**src/rtl/uart_tap_pkg.sv**
```systemverilog
// Shared register offsets for the UART queue pair with test access.
// Assumes an 8-bit byte-offset register bus with 32-bit data.
package uart_tap_pkg;
    localparam logic [7:0] OFS_DATA = 8'h00;
    localparam logic [7:0] OFS_CTRL = 8'h08;
    localparam logic [7:0] OFS_STAT = 8'h14;
    localparam logic [7:0] OFS_TACC = 8'h70;

    // Status flags, packed so that the LSB is receive-empty.
    typedef struct packed {
        logic tx_full;
        logic tx_empty;
        logic rx_full;
        logic rx_empty;
    } tap_status_t;
endpackage

```
**src/rtl/tap_fifo.sv**
```systemverilog
// Circular byte queue with a run-time single-entry limit and a pointer flush.
// Assumes: flush overrides push and pop in the same cycle; stored contents are
// never cleared; dout reads 0 while empty.
module tap_fifo #(
    parameter int DEPTH = 16,
    parameter int WIDTH = 8
) (
    input  logic             clk,
    input  logic             rst_n,
    input  logic             flush,
    input  logic             single,
    input  logic             push,
    input  logic             pop,
    input  logic [WIDTH-1:0] din,
    output logic [WIDTH-1:0] dout,
    output logic             empty,
    output logic             full
);
    localparam int AW = (DEPTH > 1) ? $clog2(DEPTH) : 1;
    localparam int CW = $clog2(DEPTH + 1);
    localparam logic [AW-1:0] LAST = AW'(DEPTH - 1);
    localparam logic [CW-1:0] CAP  = CW'(DEPTH);

    logic [WIDTH-1:0] mem [DEPTH];
    logic [AW-1:0]    wr_q, rd_q;
    logic [CW-1:0]    cnt_q;
    logic [CW-1:0]    limit;
    logic             do_push, do_pop;

    assign limit   = single ? CW'(1) : CAP;
    assign empty   = (cnt_q == '0);
    assign full    = (cnt_q >= limit);
    assign do_push = push & ~full & ~flush;
    assign do_pop  = pop & ~empty & ~flush;
    assign dout    = empty ? '0 : mem[rd_q];

    // Store an accepted byte at the write pointer.
    always_ff @(posedge clk) begin
        if (do_push) begin
            mem[wr_q] <= din;
        end
    end

    // Advance pointers and occupancy; reset or flush returns them to zero.
    always_ff @(posedge clk) begin
        if (!rst_n || flush) begin
            wr_q  <= '0;
            rd_q  <= '0;
            cnt_q <= '0;
        end else begin
            if (do_push) begin
                wr_q <= (wr_q == LAST) ? '0 : wr_q + AW'(1);
            end
            if (do_pop) begin
                rd_q <= (rd_q == LAST) ? '0 : rd_q + AW'(1);
            end
            cnt_q <= cnt_q + CW'(do_push) - CW'(do_pop);
        end
    end
endmodule

```
**src/rtl/tap_regs.sv**
```systemverilog
// Control registers: test-access bit, queue-enable bit and the flush pulse.
// Assumes: the flush pulse is registered, so it acts one cycle after the
// write that changes the test-access bit. Build parameters remove features.
module tap_regs
    import uart_tap_pkg::*;
#(
    parameter bit ACC_EN       = 1'b1,
    parameter bit FIFO_PRESENT = 1'b1
) (
    input  logic       clk,
    input  logic       rst_n,
    input  logic       wr_en,
    input  logic [7:0] addr,
    input  logic       wbit,
    output logic       test_mode,
    output logic       fifo_en,
    output logic       flush
);
    generate
        if (ACC_EN) begin : g_acc
            logic mode_q, flush_q, mode_wr;
            assign mode_wr = wr_en && (addr == OFS_TACC);
            // Hold the test-access bit and raise a flush when its value changes.
            always_ff @(posedge clk) begin
                if (!rst_n) begin
                    mode_q  <= 1'b0;
                    flush_q <= 1'b0;
                end else begin
                    flush_q <= mode_wr && (wbit != mode_q);
                    if (mode_wr) begin
                        mode_q <= wbit;
                    end
                end
            end
            assign test_mode = mode_q;
            assign flush     = flush_q;
        end else begin : g_noacc
            assign test_mode = 1'b0;
            assign flush     = 1'b0;
        end

        if (FIFO_PRESENT) begin : g_fen
            logic fen_q;
            // Hold the run-time queue-enable bit.
            always_ff @(posedge clk) begin
                if (!rst_n) begin
                    fen_q <= 1'b0;
                end else if (wr_en && (addr == OFS_CTRL)) begin
                    fen_q <= wbit;
                end
            end
            assign fifo_en = fen_q;
        end else begin : g_nofen
            assign fifo_en = 1'b0;
        end
    endgenerate
endmodule

```
**src/rtl/tap_route.sv**
```systemverilog
// Steers host and serial strobes to the two queues according to the mode.
// Assumes host strobes are already decoded to the data-register offset.
module tap_route #(
    parameter int WIDTH = 8
) (
    input  logic             test_mode,
    input  logic             host_wr,
    input  logic             host_rd,
    input  logic [WIDTH-1:0] host_din,
    input  logic             ser_push,
    input  logic [WIDTH-1:0] ser_din,
    input  logic             ser_pop,
    output logic             rx_push,
    output logic             rx_pop,
    output logic [WIDTH-1:0] rx_din,
    output logic             tx_push,
    output logic             tx_pop,
    output logic [WIDTH-1:0] tx_din
);
    // Pick the producer and consumer of each queue.
    always_comb begin
        tx_din = host_din;
        if (test_mode) begin
            rx_push = host_wr;
            rx_din  = host_din;
            rx_pop  = 1'b0;
            tx_push = 1'b0;
            tx_pop  = host_rd;
        end else begin
            rx_push = ser_push;
            rx_din  = ser_din;
            rx_pop  = host_rd;
            tx_push = host_wr;
            tx_pop  = ser_pop;
        end
    end
endmodule

```
**src/rtl/uart_tap_ctrl.sv**
```systemverilog
// Top: UART receive/transmit queue pair with a host test-access mode.
// Assumes WIDTH <= 32; register reads are combinational from reg_addr and a
// read strobe on the data register pops the queue the mode selects.
module uart_tap_ctrl
    import uart_tap_pkg::*;
#(
    parameter int DEPTH        = 16,
    parameter int WIDTH        = 8,
    parameter bit ACC_EN       = 1'b1,
    parameter bit FIFO_PRESENT = 1'b1
) (
    input  logic             clk,
    input  logic             rst_n,
    input  logic             reg_wr_en,
    input  logic             reg_rd_en,
    input  logic [7:0]       reg_addr,
    input  logic [31:0]      reg_wdata,
    output logic [31:0]      reg_rdata,
    input  logic             ser_rx_push,
    input  logic [WIDTH-1:0] ser_rx_data,
    input  logic             ser_tx_pop,
    output logic [WIDTH-1:0] ser_tx_data,
    output logic             ser_tx_valid
);
    logic             test_mode, fifo_en, flush;
    logic             host_wr, host_rd;
    logic             rx_push, rx_pop, tx_push, tx_pop;
    logic [WIDTH-1:0] rx_din, tx_din, rx_dout, tx_dout;
    logic             rx_empty, rx_full, tx_empty, tx_full;
    tap_status_t      stat;

    assign host_wr = reg_wr_en && (reg_addr == OFS_DATA);
    assign host_rd = reg_rd_en && (reg_addr == OFS_DATA);

    generate
        if (WIDTH < 32) begin : g_pad
            logic wdata_unused;
            assign wdata_unused = ^reg_wdata[31:WIDTH];
        end
    endgenerate

    tap_regs #(.ACC_EN(ACC_EN), .FIFO_PRESENT(FIFO_PRESENT)) u_regs (
        .clk(clk), .rst_n(rst_n), .wr_en(reg_wr_en), .addr(reg_addr),
        .wbit(reg_wdata[0]), .test_mode(test_mode), .fifo_en(fifo_en),
        .flush(flush)
    );

    tap_route #(.WIDTH(WIDTH)) u_route (
        .test_mode(test_mode), .host_wr(host_wr), .host_rd(host_rd),
        .host_din(reg_wdata[WIDTH-1:0]), .ser_push(ser_rx_push),
        .ser_din(ser_rx_data), .ser_pop(ser_tx_pop),
        .rx_push(rx_push), .rx_pop(rx_pop), .rx_din(rx_din),
        .tx_push(tx_push), .tx_pop(tx_pop), .tx_din(tx_din)
    );

    tap_fifo #(.DEPTH(DEPTH), .WIDTH(WIDTH)) u_rxq (
        .clk(clk), .rst_n(rst_n), .flush(flush), .single(~fifo_en),
        .push(rx_push), .pop(rx_pop), .din(rx_din), .dout(rx_dout),
        .empty(rx_empty), .full(rx_full)
    );

    tap_fifo #(.DEPTH(DEPTH), .WIDTH(WIDTH)) u_txq (
        .clk(clk), .rst_n(rst_n), .flush(flush), .single(~fifo_en),
        .push(tx_push), .pop(tx_pop), .din(tx_din), .dout(tx_dout),
        .empty(tx_empty), .full(tx_full)
    );

    assign stat         = '{tx_full: tx_full, tx_empty: tx_empty,
                            rx_full: rx_full, rx_empty: rx_empty};
    assign ser_tx_data  = tx_dout;
    assign ser_tx_valid = ~tx_empty;

    // Register read multiplexer; unmapped offsets and reserved bits read 0.
    always_comb begin
        case (reg_addr)
            OFS_DATA: reg_rdata = 32'(test_mode ? tx_dout : rx_dout);
            OFS_CTRL: reg_rdata = {31'b0, fifo_en};
            OFS_STAT: reg_rdata = {28'b0, stat};
            OFS_TACC: reg_rdata = {31'b0, test_mode};
            default:  reg_rdata = 32'b0;
        endcase
    end
endmodule

```
**config.mk**
```make
export PLATFORM = sky130hd
export DESIGN_NAME = uart_tap_ctrl
export DESIGN_NICKNAME = d
export VERILOG_FILES = /design/src/rtl/uart_tap_pkg.sv /design/src/rtl/tap_fifo.sv /design/src/rtl/tap_regs.sv /design/src/rtl/tap_route.sv /design/src/rtl/uart_tap_ctrl.sv
export SDC_FILE = /design/constraint.sdc
export NUM_CORES = 1
export LEC_CHECK = 0
export BUFFER_PORTS_ARGS = -buffer_cell sky130_fd_sc_hd__buf_2
export CAP_MARGIN = 0
export CELL_PAD_IN_SITES_DETAIL_PLACEMENT = 0
export CELL_PAD_IN_SITES_GLOBAL_PLACEMENT = 1
export CORE_MARGIN = 8
export CORE_UTILIZATION = 25
export CTS_BUF_LIST = sky130_fd_sc_hd__clkbuf_8
export CTS_CLUSTER_DIAMETER = 50
export DETAILED_ROUTE_END_ITERATION = 10
export GPL_TIMING_DRIVEN = 0
export PLACE_DENSITY = 0.52
export SETUP_SLACK_MARGIN = 0.02
export SLEW_MARGIN = 40
export SYNTH_ARGS = -nofsm -noshare
export SYNTH_HDL_FRONTEND = slang
export SYNTH_SLANG_ARGS = --single-unit
```
**constraint.sdc**
```tcl
create_clock -name clk -period 3.37 [get_ports clk]
set_input_delay 0.1685 -clock clk [delete_from_list [all_inputs] [get_ports clk]]
set_output_delay 0.1685 -clock clk [all_outputs]
set_load 0.03 [all_outputs]
```
==> flow_metrics.env <==
export IMPL_run_status="complete, no violations"
export IMPL_clock_fmax_mhz=314
export IMPL_crit_path_max_fanout=10
export IMPL_pwr_density_cell_nw_per_um2=602
export IMPL_die_y_um=240
export IMPL_ctsRootBufferMaster="clkbuf_8"
export IMPL_finalHoldViolCount=0
export IMPL_antenna_left=0
export IMPL_tns_ps=0
export IMPL_hpwlAfterDp_um=21500
export IMPL_initial_core_util=0.251
export IMPL_rows=82
export IMPL_clk_insertion_delay_late_ps=580
export IMPL_wl_per_cell_um=19.7
export IMPL_routed_via_count=6808
export IMPL_ys_warnings_count=0
export IMPL_p_leak_nw=5.05
export IMPL_remaining_drc_errors=0
export IMPL_finalNetCount=966
export IMPL_stdcell_area_um2=14800
export IMPL_numCtsBuffers=52
export IMPL_fin_cells=1594
export IMPL_grt_max_degree=21
export IMPL_clock_sinks=293
export IMPL_drive_above_1_share=0.283
export IMPL_setup_ws_ps=183
export IMPL_endpoint_kind="output pin"
export IMPL_core_um2=49900
export IMPL_final_period_utilization=0.946
export IMPL_wl_met2_um=16100
export IMPL_routed_wl_met3_um=1130
export IMPL_ys_types=63
export IMPL_synth_ff_type="edfxtp_1"
export IMPL_nFillCells=5004
export IMPL_placed_area_um2=13800
export IMPL_synth_common_cells="edfxtp_1, mux4_2, dfxtp_1"
export IMPL_setup_violations=0
export IMPL_cap_viol_max_count=0
export IMPL_grtUsageTotal=0.109
export IMPL_syn_avg_cell_area_um2=16.9
export IMPL_drt_met1_wl_um=13300
export IMPL_async_flop_share=0
export IMPL_fin_worst_skew_ps=15.6
export IMPL_pin_count=95
export IMPL_cts_clk_slew_worst_paths_ps=60
export IMPL_io_buffers=46
export IMPL_yosysMostFrequentCell="edfxtp_1"
export IMPL_grt_pass1_wl_um=46400
export IMPL_viasPerCell=4.27
export IMPL_max_vdd_ir_drop_mv=0.210
export IMPL_worst_pin_slew_ps=857
export IMPL_synth_top_area_share=0.614
export IMPL_die_area_um2=57500
export IMPL_antenna_found_initial=0
export IMPL_ys_ff_latch=293
export IMPL_fin_crit_ps=3190
export IMPL_placed_cells=1492
export IMPL_h_tree_depth=2
export IMPL_place_ws_ps=-82.7
export IMPL_yosysTopAreaCell="edfxtp_1"
export IMPL_cp_arrival_ps=3020
export IMPL_wl_um=31300
export IMPL_worstSetupPathType="reg2out"
export IMPL_cts_tree="done"
export IMPL_hold_path_class="in2reg"
export IMPL_dieWidth_um=240
export IMPL_highest_layer="met4"
export IMPL_startpoint_type="flop"
export IMPL_regToRegSetupSlack_ps=320
export IMPL_yosysSeqAreaShare=0.673
export IMPL_area_delta_synth_final_pct=18.5
export IMPL_drt_iter0_markers=490
export IMPL_maxSlewViolCount=0
export IMPL_overflow=0
export IMPL_yosys_top_cells_area="edfxtp_1, mux4_2, dfxtp_1"
export IMPL_rsz0062_at_grt="false"
export IMPL_final_util=0.298
export IMPL_clockBufferDepth=3
export IMPL_place_congestion=0.712
export IMPL_synthCells=742
export IMPL_relSlewSlack=0.423
export IMPL_crit_required_ps=3200
export IMPL_drtPass1Iterations=4
export IMPL_diodes=0
export IMPL_grt_pass1_vias=7292
export IMPL_syn_area_um2=12500
export IMPL_synth_edf_count=256
## flip-flops by register name, indices dropped and copies added, names as in the netlist, named ones only
signal            flops
u_rxq.cnt_q           5
u_txq.cnt_q           5
u_txq.rd_q            4
u_regs.fifo_en        1
u_rxq.mem           128
u_rxq.wr_q            4
u_regs.test_mode      1
u_txq.wr_q            4
u_regs.flush          1
u_txq.mem           128
u_rxq.rd_q            4
## layout make-up
class                   instances  area [um^2]  area share
clock inverters                41          165      0.0111
inverters                      25         93.8     0.00632
plain buffers                  54          333      0.0224
clock buffers                  55          757      0.0510
flip-flops and latches        293         8430       0.568
multi-input cells             389         3840       0.259
well taps                     672          841      0.0566
repair buffers                 65          383      0.0258
## cell families after synthesis
kind of cell | share of synthesized area
AND/OR/NAND/NOR | 0.0710
flip-flops | 0.673
buffers and inverters | 0.0336
AO/OA/AOI/OAI | 0.0411
multiplexers | 0.142
XOR/XNOR | 0.00629
adder cells (fa/ha/maj) | 0.0332
other | 0.000299
## where the power goes
part | leakage (nW) | internal (mW) | switching [mW]
Combinational | 1.89 | 0.746 | 1.09
Sequential | 2.61 | 4.08 | 0.0937
Clock | 0.550 | 1.50 | 1.42
## metal layers
metal  up-vias  track usage
met5         -            0
met4         0       0.0373
li1       3160            -
met3        54       0.0204
met1      3461        0.129
met2       133        0.195
## stage by stage
step                total power, mW  hold slack (ps)
floorplan                      5.51              267
global placement               6.07              457
detailed placement             6.08              446
CTS                            9.07             11.8
global route                   9.40             21.3
finish                         8.93             49.0
## critical path: stages (launching register included)
cell	delay (ps)
dfxtp_1	300
clkbuf_1	300
clkbuf_2	400
mux4_2	350
mux2_2	270
o21ai_1	310
o211ai_1	270
buf_2	250
## placed cells by master, fill, tap and decap left out, drive strengths merged, types with 24 or more instances in the layout
cell type / instances
nor2: 36
ha: 30
mux4: 63
nand2: 34
buf: 92
conb: 24
inv: 48
edfxtp: 256
dfxtp: 37
clkbuf: 73
## path summary, 6_finish.rpt
check                       from                to  cells after the start
setup / recovery            flop      reg_rdata[2]                      7
hold / removal      reg_wdata[0]  u_txq.mem[12][0]                      1
setup reg to reg  u_rxq.cnt_q[2]    u_rxq.cnt_q[4]                     14
hold reg to reg    u_txq.rd_q[3]     u_txq.rd_q[3]                      2
## repair_timing
item                                   CTS  global route
resized for setup                       10             6
buffers inserted                         1             0
endpoints found under the hold margin  115             0
setup endpoints to repair               15             6
hold buffers                             9             0
pin swaps                                0             1
No activity file was read; power rests on OpenSTA's default activity.
